File: config.mk
export PLATFORM = sky130hd
export DESIGN_NAME = dma_chan_engine
export DESIGN_NICKNAME = d
export VERILOG_FILES = /design/src/rtl/dma_chan_pkg.sv /design/src/rtl/dma_byte_ptr.sv /design/src/rtl/dma_shadow_reg.sv /design/src/rtl/dma_done_ctrl.sv /design/src/rtl/dma_chan_engine.sv
export SDC_FILE = /design/constraint.sdc
export NUM_CORES = 1
export LEC_CHECK = 0
export BUFFER_PORTS_ARGS = -buffer_cell sky130_fd_sc_hd__buf_2
export CAP_MARGIN = 20
export CORE_ASPECT_RATIO = 0.75
export CORE_MARGIN = 8
export CORE_UTILIZATION = 40
export CTS_BUF_LIST = sky130_fd_sc_hd__clkbuf_8 sky130_fd_sc_hd__clkbuf_16
export CTS_CLUSTER_SIZE = 24
export DETAILED_ROUTE_END_ITERATION = 12
export GPL_TIMING_DRIVEN = 0
export PLACE_DENSITY = 0.67
export SYNTH_ARGS = -nofsm -noshare
export SYNTH_HDL_FRONTEND = slang
export SYNTH_SLANG_ARGS = --single-unit
File: constraint.sdc
create_clock -name clk -period 3.6 [get_ports clk]
set_input_delay 0.36 -clock clk [delete_from_list [all_inputs] [get_ports clk]]
set_output_delay 0.36 -clock clk [all_outputs]
set_load 0.05 [all_outputs]
File: src/rtl/dma_chan_pkg.sv
package dma_chan_pkg;
  typedef enum logic {
    SEL_ADDR  = 1'b0,
    SEL_COUNT = 1'b1
  } reg_sel_e;
endpackage

File: src/rtl/dma_byte_ptr.sv
module dma_byte_ptr (
  input  logic clk,
  input  logic rst_n,
  input  logic clr,
  input  logic adv,
  output logic hi_sel
);
  always_ff @(posedge clk or negedge rst_n) begin
    if (!rst_n)   hi_sel <= 1'b0;
    else if (clr) hi_sel <= 1'b0;
    else if (adv) hi_sel <= ~hi_sel;
  end
endmodule

File: src/rtl/dma_shadow_reg.sv
// Base/current register pair with byte-wise load, step and reload.
module dma_shadow_reg #(
  parameter int BYTE_W = 8,
  localparam int W     = 2 * BYTE_W
) (
  input  logic              clk,
  input  logic              rst_n,
  input  logic              wr_lo,
  input  logic              wr_hi,
  input  logic [BYTE_W-1:0] wr_byte,
  input  logic              step,
  input  logic              step_down,
  input  logic              reload,
  output logic [W-1:0]      base_q,
  output logic [W-1:0]      cur_q
);
  logic [W-1:0] stepped;

  always_comb begin
    if (step_down) stepped = cur_q - W'(1);
    else           stepped = cur_q + W'(1);
  end

  always_ff @(posedge clk or negedge rst_n) begin
    if (!rst_n) begin
      base_q <= '0;
      cur_q  <= '0;
    end else if (wr_lo) begin
      base_q[BYTE_W-1:0] <= wr_byte;
      cur_q[BYTE_W-1:0]  <= wr_byte;
    end else if (wr_hi) begin
      base_q[W-1:BYTE_W] <= wr_byte;
      cur_q[W-1:BYTE_W]  <= wr_byte;
    end else if (reload) begin
      cur_q <= base_q;
    end else if (step) begin
      cur_q <= stepped;
    end
  end
endmodule

File: src/rtl/dma_done_ctrl.sv
// Completion logic: accept gating, end-of-process pulse, status and mask.
module dma_done_ctrl (
  input  logic clk,
  input  logic rst_n,
  input  logic xfer,
  input  logic eop_in,
  input  logic wr_any,
  input  logic count_zero,
  input  logic auto_init,
  input  logic mask_wr,
  input  logic mask_val,
  input  logic tc_clr,
  output logic step_go,
  output logic reload_go,
  output logic eop_q,
  output logic tc_q,
  output logic mask_q
);
  logic active;
  logic done;

  always_comb begin
    active    = !mask_q && !wr_any;
    step_go   = active && xfer;
    done      = active && ((xfer && count_zero) || eop_in);
    reload_go = done && auto_init;
  end

  always_ff @(posedge clk or negedge rst_n) begin
    if (!rst_n) begin
      eop_q  <= 1'b0;
      tc_q   <= 1'b0;
      mask_q <= 1'b1;
    end else begin
      eop_q <= done;
      if (done)        tc_q <= 1'b1;
      else if (tc_clr) tc_q <= 1'b0;
      if (done && !auto_init) mask_q <= 1'b1;
      else if (mask_wr)       mask_q <= mask_val;
    end
  end
endmodule

File: src/rtl/dma_chan_engine.sv
module dma_chan_engine #(
  parameter int BYTE_W = 8,
  localparam int W     = 2 * BYTE_W
) (
  input  logic              clk,
  input  logic              rst_n,
  input  logic              wr_en,
  input  logic              wr_sel,
  input  logic [BYTE_W-1:0] wr_data,
  input  logic              ptr_clr,
  input  logic              addr_dec,
  input  logic              auto_init,
  input  logic              mask_wr,
  input  logic              mask_val,
  input  logic              xfer,
  input  logic              eop_in,
  output logic [W-1:0]      cur_addr,
  output logic [W-1:0]      cur_count,
  output logic              eop_out,
  output logic              tc_status,
  output logic              mask_out
);
  import dma_chan_pkg::*;

  reg_sel_e     sel;
  logic         hi_sel;
  logic         step_go, reload_go;
  logic         a_lo, a_hi, c_lo, c_hi;
  logic [W-1:0] addr_base, cnt_base;

  always_comb begin
    sel  = reg_sel_e'(wr_sel);
    a_lo = wr_en && (sel == SEL_ADDR)  && !hi_sel;
    a_hi = wr_en && (sel == SEL_ADDR)  &&  hi_sel;
    c_lo = wr_en && (sel == SEL_COUNT) && !hi_sel;
    c_hi = wr_en && (sel == SEL_COUNT) &&  hi_sel;
  end

  dma_byte_ptr u_ptr (
    .clk(clk), .rst_n(rst_n), .clr(ptr_clr), .adv(wr_en), .hi_sel(hi_sel)
  );

  dma_shadow_reg #(.BYTE_W(BYTE_W)) u_addr (
    .clk(clk), .rst_n(rst_n), .wr_lo(a_lo), .wr_hi(a_hi), .wr_byte(wr_data),
    .step(step_go), .step_down(addr_dec), .reload(reload_go),
    .base_q(addr_base), .cur_q(cur_addr)
  );

  dma_shadow_reg #(.BYTE_W(BYTE_W)) u_cnt (
    .clk(clk), .rst_n(rst_n), .wr_lo(c_lo), .wr_hi(c_hi), .wr_byte(wr_data),
    .step(step_go), .step_down(1'b1), .reload(reload_go),
    .base_q(cnt_base), .cur_q(cur_count)
  );

  dma_done_ctrl u_done (
    .clk(clk), .rst_n(rst_n), .xfer(xfer), .eop_in(eop_in), .wr_any(wr_en),
    .count_zero(cur_count == '0), .auto_init(auto_init),
    .mask_wr(mask_wr), .mask_val(mask_val), .tc_clr(c_hi),
    .step_go(step_go), .reload_go(reload_go),
    .eop_q(eop_out), .tc_q(tc_status), .mask_q(mask_out)
  );
endmodule

; ---- Word level (Yosys, flattened, before mapping)
; Cells that the tools add are included.
[word_totals]
regBits = 68
input_bits = 19
out_inout_bits = 35
[op_classes]
add_sub_neg = 3
eq_ne = 2
n_mux = 17
n_bitwise = 4
n_reduce_logical = 31
[op_table]
columns = op, count
row1 = two-way mux 16 bit, 5
row2 = two-way mux 8 bit, 6
row3 = "subtractor 16 x 1 -> 16 bit, second input constant", 2
row4 = "adder 16 x 1 -> 16 bit, second input constant", 1
row5 = zero test 16 bit, 1
row6 = logical AND 1 bit, 12
row7 = AND reduction 2 bit, 6
row8 = nonzero test 3 bit, 4
row9 = two-way mux 1 bit, 6
row10 = nonzero test 2 bit, 3
row11 = zero test 1 bit, 4
row12 = "!= test 2 bit, second input constant", 2
row13 = NOT 1 bit, 4
row14 = logical OR 1 bit, 1

; ---- Depth between registers and ports, before layout
[logic_depth]
depth_word = 8
ltp_mapped = 10
depth_no_buf = 9

; ---- Modules after synthesis
; Synthesis repeated with hierarchy kept, for this count alone.
[unflattened]
cells_unflattened = 526
hier_area_um2 = 4720.8
[by_module_without_submodules]
columns = module, n_inst, cells_per_inst, area_each_um2
row1 = dma_shadow_reg (u_cnt), 1, 264, 2290.9
row2 = dma_shadow_reg (u_addr), 1, 237, 2179.6
row3 = dma_done_ctrl, 1, 11, 145.1
row4 = dma_chan_engine, 1, 11, 67.6
row5 = dma_byte_ptr, 1, 3, 37.5

; ---- Worst setup path before layout
; OpenSTA, ideal clock, no wires.
[synth_path]
path_type = register -> register
from = register u_cnt.cur_q[6]
to = register u_addr.cur_q[2]
setup_time_ps = 137
arrival_time_ps = 2442
required_ps = 3463
setup_slack_ps = 1021
stages_incl_launch_ff = 10
path_buffers = 2
synth_period_minus_slack_ps = 2579
cell_sequence = dfrtp_1 -> or4_4 -> nand2b_4 -> o41ai_4 -> and3_1 -> buf_4 -> buf_6 -> a211oi_1 -> a21oi_1 -> a21oi_1
[synth_between]
elab_chain_len = 8
elab_cells_between_ends = 10
[synth_lines]
columns = item, line
row1 = "start, declared", dma_shadow_reg.sv:15  ; output logic [W-1:0] cur_q
row2 = "start signal, assigned by index", dma_shadow_reg.sv:30  ; cur_q[BYTE_W-1:0] <= wr_byte;
row3 = "start signal, assigned by index", dma_shadow_reg.sv:33  ; cur_q[W-1:BYTE_W] <= wr_byte;
row4 = "start signal, assigned", dma_shadow_reg.sv:35  ; cur_q <= base_q;
row5 = zero test 16 bit *, dma_chan_engine.sv:57  ; .count_zero(cur_count == '0), .auto_init(auto_init),
row6 = logical AND 1 bit *, dma_done_ctrl.sv:25  ; done = active && ((xfer && count_zero) || eop_in);
row7 = logical OR 1 bit *, dma_done_ctrl.sv:25
row8 = logical AND 1 bit *, dma_done_ctrl.sv:25
row9 = logical AND 1 bit *, dma_done_ctrl.sv:26  ; reload_go = done && auto_init;
row10 = two-way mux 16 bit, dma_shadow_reg.sv:34  ; end else if (reload) begin
row11 = two-way mux 8 bit, dma_shadow_reg.sv:31  ; end else if (wr_hi) begin
row12 = two-way mux 8 bit, dma_shadow_reg.sv:28  ; end else if (wr_lo) begin
row13 = "end signal, assigned by index", dma_shadow_reg.sv:30
row14 = "end signal, assigned by index", dma_shadow_reg.sv:33
row15 = "end signal, assigned", dma_shadow_reg.sv:35
row16 = "end, declared", dma_shadow_reg.sv:15
; Mark *: on every way between the ends. The rest lies on a longest branch, timed or not. The select of a mux whose other input is x is not followed.
; A chain may end at the register's enable or synchronous reset.

; ---- Worst setup path in the final report
[layout_path]
from = register u_cnt.cur_q[4]
to = register u_addr.cur_q[13]
[layout_between]
elab_chain_len = 7
elab_cells_between_ends = 9
[layout_lines]
columns = item, line
row1 = zero test 16 bit *, dma_chan_engine.sv:57
row2 = logical AND 1 bit *, dma_done_ctrl.sv:25
row3 = logical OR 1 bit *, dma_done_ctrl.sv:25
row4 = logical AND 1 bit *, dma_done_ctrl.sv:25
row5 = logical AND 1 bit *, dma_done_ctrl.sv:26
row6 = nonzero test 3 bit (no source line) or two-way mux 16 bit (tied branches), --
row7 = AND reduction 2 bit (no source line) or two-way mux 8 bit (tied branches), --
row8 = "end signal, assigned by index", dma_shadow_reg.sv:33
row9 = "end signal, assigned", dma_shadow_reg.sv:35
row10 = "end signal, assigned", dma_shadow_reg.sv:37  ; cur_q <= stepped;
; Mark *: on every way between the ends. The rest lies on a longest branch, timed or not.

==> flow_summary.toml <==
[outcome]
status = "completed"

[clocking]
cts_buffers = 9
cts_root_buffer = "clkbuf_16"
tritoncts = "done"
clock_latency_ns = 0.33
hold_buffers = 0
cts_sinks = 68
post-cts-setup-buffers = 0
cts_resized = 0
htree_levels = 3
clk_pin_slew_ns = 0.05
clock_path_buffers = 2

[synth]
syn_area_um2 = 3940
synthArstFlopShare = 1.00
synth.net_count = 505
synth_ff_type = "dfrtp_1"
synthCells = 470
synth_seq_area_share = 0.432
synth_seq_cells = 68
ys_top_cells_by_area = "dfrtp_1, nand2_1, ha_1, a21oi_1, xnor2_1"
synth_largest_area_cell = "dfrtp_1"
synth_enable_flop_cells = 0
ys.warnings.count = 0
synth.distinct_cells = 50
avgSynthCellArea_um2 = 8.38
synth_top_area_frac = 0.426

[cells_and_area]
fill_cells = 969
final_core_util = 0.479
n_antenna_cell = 0
area_growth_pct = 17.0
layout_commonest_cell = "nand2_1"
layout_common_cells = "nand2_1, dfrtp_1, buf_2"
finish.instance_area_um2 = 4610
drive_gt1_frac = 0.138
final_nets = 568
fin_cells = 667

[flow_run]
cap_viol_max_count = 0

[worst_setup_path]
end_kind = "flip-flop"
worstPathRequired_ns = 3.79
startpoint_type = "flip-flop"
path_max_fanout = 10
slowest_delay_ns = 0.49
cp_data_arrival_time_ns = 2.96
worstRegToRegCells = 7
criticalPathCategory = "reg2reg"
cp_top_family = "simple AND/OR/NAND/NOR gates"
cp_num_buf_inv = 1
cpMaxStageDelayCell = "o41ai_4"
cp.depth = 7
crit_chain = "nor3_1, nand3b_1, o41ai_4, a21oi_1, clkbuf_1, nand4b_1, o211ai_1"

[placed_design]
hpwl_um = 8490
placed_area_um2 = 4370
placed_cells = 654
portBuffers = 52
gp_congestion = 0.853

[timing]
period_share = 0.770
fin_tns_setup_ns = 0
slew_headroom = 0.416
rsz0062_at_grt = "no"
post-route-min-period_ns = 2.77
finalHoldViolCount = 0
whs_ns = 0.137
drv_slew = 0
skew_ns = 0.00561
timing.fmax_mhz = 361
final-setup-viol-count = 0
worst_pin_slew_ns = 0.876

[global_route]
grt_pass1_wl_um = 18200
antenna_found_initial = 0
grt_pass1_vias = 3508
track_usage = 0.177
overflow = 0
grt_max_degree = 69

[die]
io-pin-count = 54
rows = 31
initial_core_util = 0.409
fp.dieH_um = 102
die-area_um2 = 13300
die_w_um = 131
core_area_um2 = 9620

[power]
p_sw_mw = 1.58
vdd_drop_max_mv = 0.387
power_density_nw_per_um2 = 767
p_comb_frac = 0.458
sw_frac_of_total = 0.448
cellLeakagePower_nw = 2.18
p_int_mw = 1.95
pwr-share-clk = 0.209
seq_power_share = 0.333

[min_path]
hp-class = "in2async"

[detailed_routing]
ant_nets = 0
routed_via_density = 5.63
drtPass1Iterations = 5
route.detailed.drc = 0
dr_total_vias = 3757
wire_per_inst_um = 17.4
drt_iter0_markers = 329
routed_wl_um = 11600
==> layout make-up <==
type	count	area, um2	share of cell area
Timing Repair Buffer	52	263	0.0570
Clock buffer	9	225	0.0489
Clock inverter	4	15.0	0.00326
Sequential cell	68	1700	0.370
Inverter	4	15.0	0.00326
Multi-Input combinational cell	374	2100	0.456
Buffer	24	120	0.0261
Tap cell	132	165	0.0359
==> routing by layer <==
layer	vias to the layer above	wire, um	track usage
li1	1756	-	-
met1	1842	5590	0.248
met2	144	4970	0.268
met3	15	916	0.0469
met4	0	97	0.0369
met5	-	0	0
==> state kept, by name, summed over array words and instances, names as in the netlist <==
register and cells:
u_addr.base_q 16, u_cnt.base_q 16, u_addr.cur_q 16, u_done.mask_q 1
u_done.eop_q 1, u_cnt.cur_q 16, u_ptr.hi_sel 1, u_done.tc_q 1
==> cell usage after synthesis, types with 5 or more instances <==
master,instances
a211oi_1,6
a21o_1,5
a21oi_1,35
a31oi_1,7
and3_1,6
clkbuf_1,16
dfrtp_1,67
ha_1,15
nand2_1,131
nand3_1,6
nor2_1,34
nor3_1,12
o211ai_1,10
o21ai_0,15
o21ai_1,21
xnor2_1,17
xor2_1,10
==> worst register-to-register path, cell delays in order, from the launching register on <==
cell	delay, ns
dfrtp_1	0.42
nor3_1	0.43
nand3b_1	0.40
o41ai_4	0.49
a21oi_1	0.25
clkbuf_1	0.34
nand4b_1	0.20
o211ai_1	0.10
==> logic make-up after synthesis <==
| group | after synthesis | synth area share |
|---|---|---|
| multiplexers | 2 | 0.00508 |
| flip-flops | 68 | 0.432 |
| adder cells (fa/ha/maj) | 16 | 0.0527 |
| AO/OA/AOI/OAI | 113 | 0.176 |
| AND/OR/NAND/NOR | 216 | 0.240 |
| buffers and inverters | 28 | 0.0343 |
| XOR/XNOR | 27 | 0.0601 |
==> power groups by stage <==
stage | logic (mW) | registers [mW] | clock network (mW)
final | 1.62 | 1.18 | 0.738
after global routing | 1.76 | 1.21 | 0.770
after CTS | 1.62 | 1.18 | 0.744
after detailed placement | 1.61 | 1.19 | 0
after global placement | 1.58 | 1.18 | 0
after floorplan | 0.785 | 1.60 | 0
==> metrics by stage <==
stage / setup slack [ns] / power, mW
after floorplan: 1.02 / 2.39
after global placement: 0.837 / 2.76
after detailed placement: 0.853 / 2.80
after CTS: 0.876 / 3.54
after global routing: 0.648 / 3.73
final: 0.829 / 3.53
==> final timing paths <==
| check | end | startpoint | slack [ns] |
|---|---|---|---|
| worst max register to register | u_addr.cur_q[13]$_DFFE_PN0P_ | u_cnt.cur_q[4]$_DFFE_PN0P_ | 0.83 |
| worst min-delay path | u_addr.cur_q[11]$_DFFE_PN0P_ | rst_n | 0.14 |
| worst min register to register | u_cnt.base_q[13]$_DFFE_PN0P_ | u_cnt.base_q[13]$_DFFE_PN0P_ | 0.47 |
| worst max-delay path | u_addr.cur_q[13]$_DFFE_PN0P_ | u_cnt.cur_q[4]$_DFFE_PN0P_ | 0.83 |
| max in group asynchronous | u_addr.cur_q[2]$_DFFE_PN0P_ | rst_n | 2.88 |
| min in group clk | u_ptr.hi_sel$_DFFE_PN0P_ | ptr_clr | 0.19 |
Note: power is estimated with default switching activity, not from simulation.
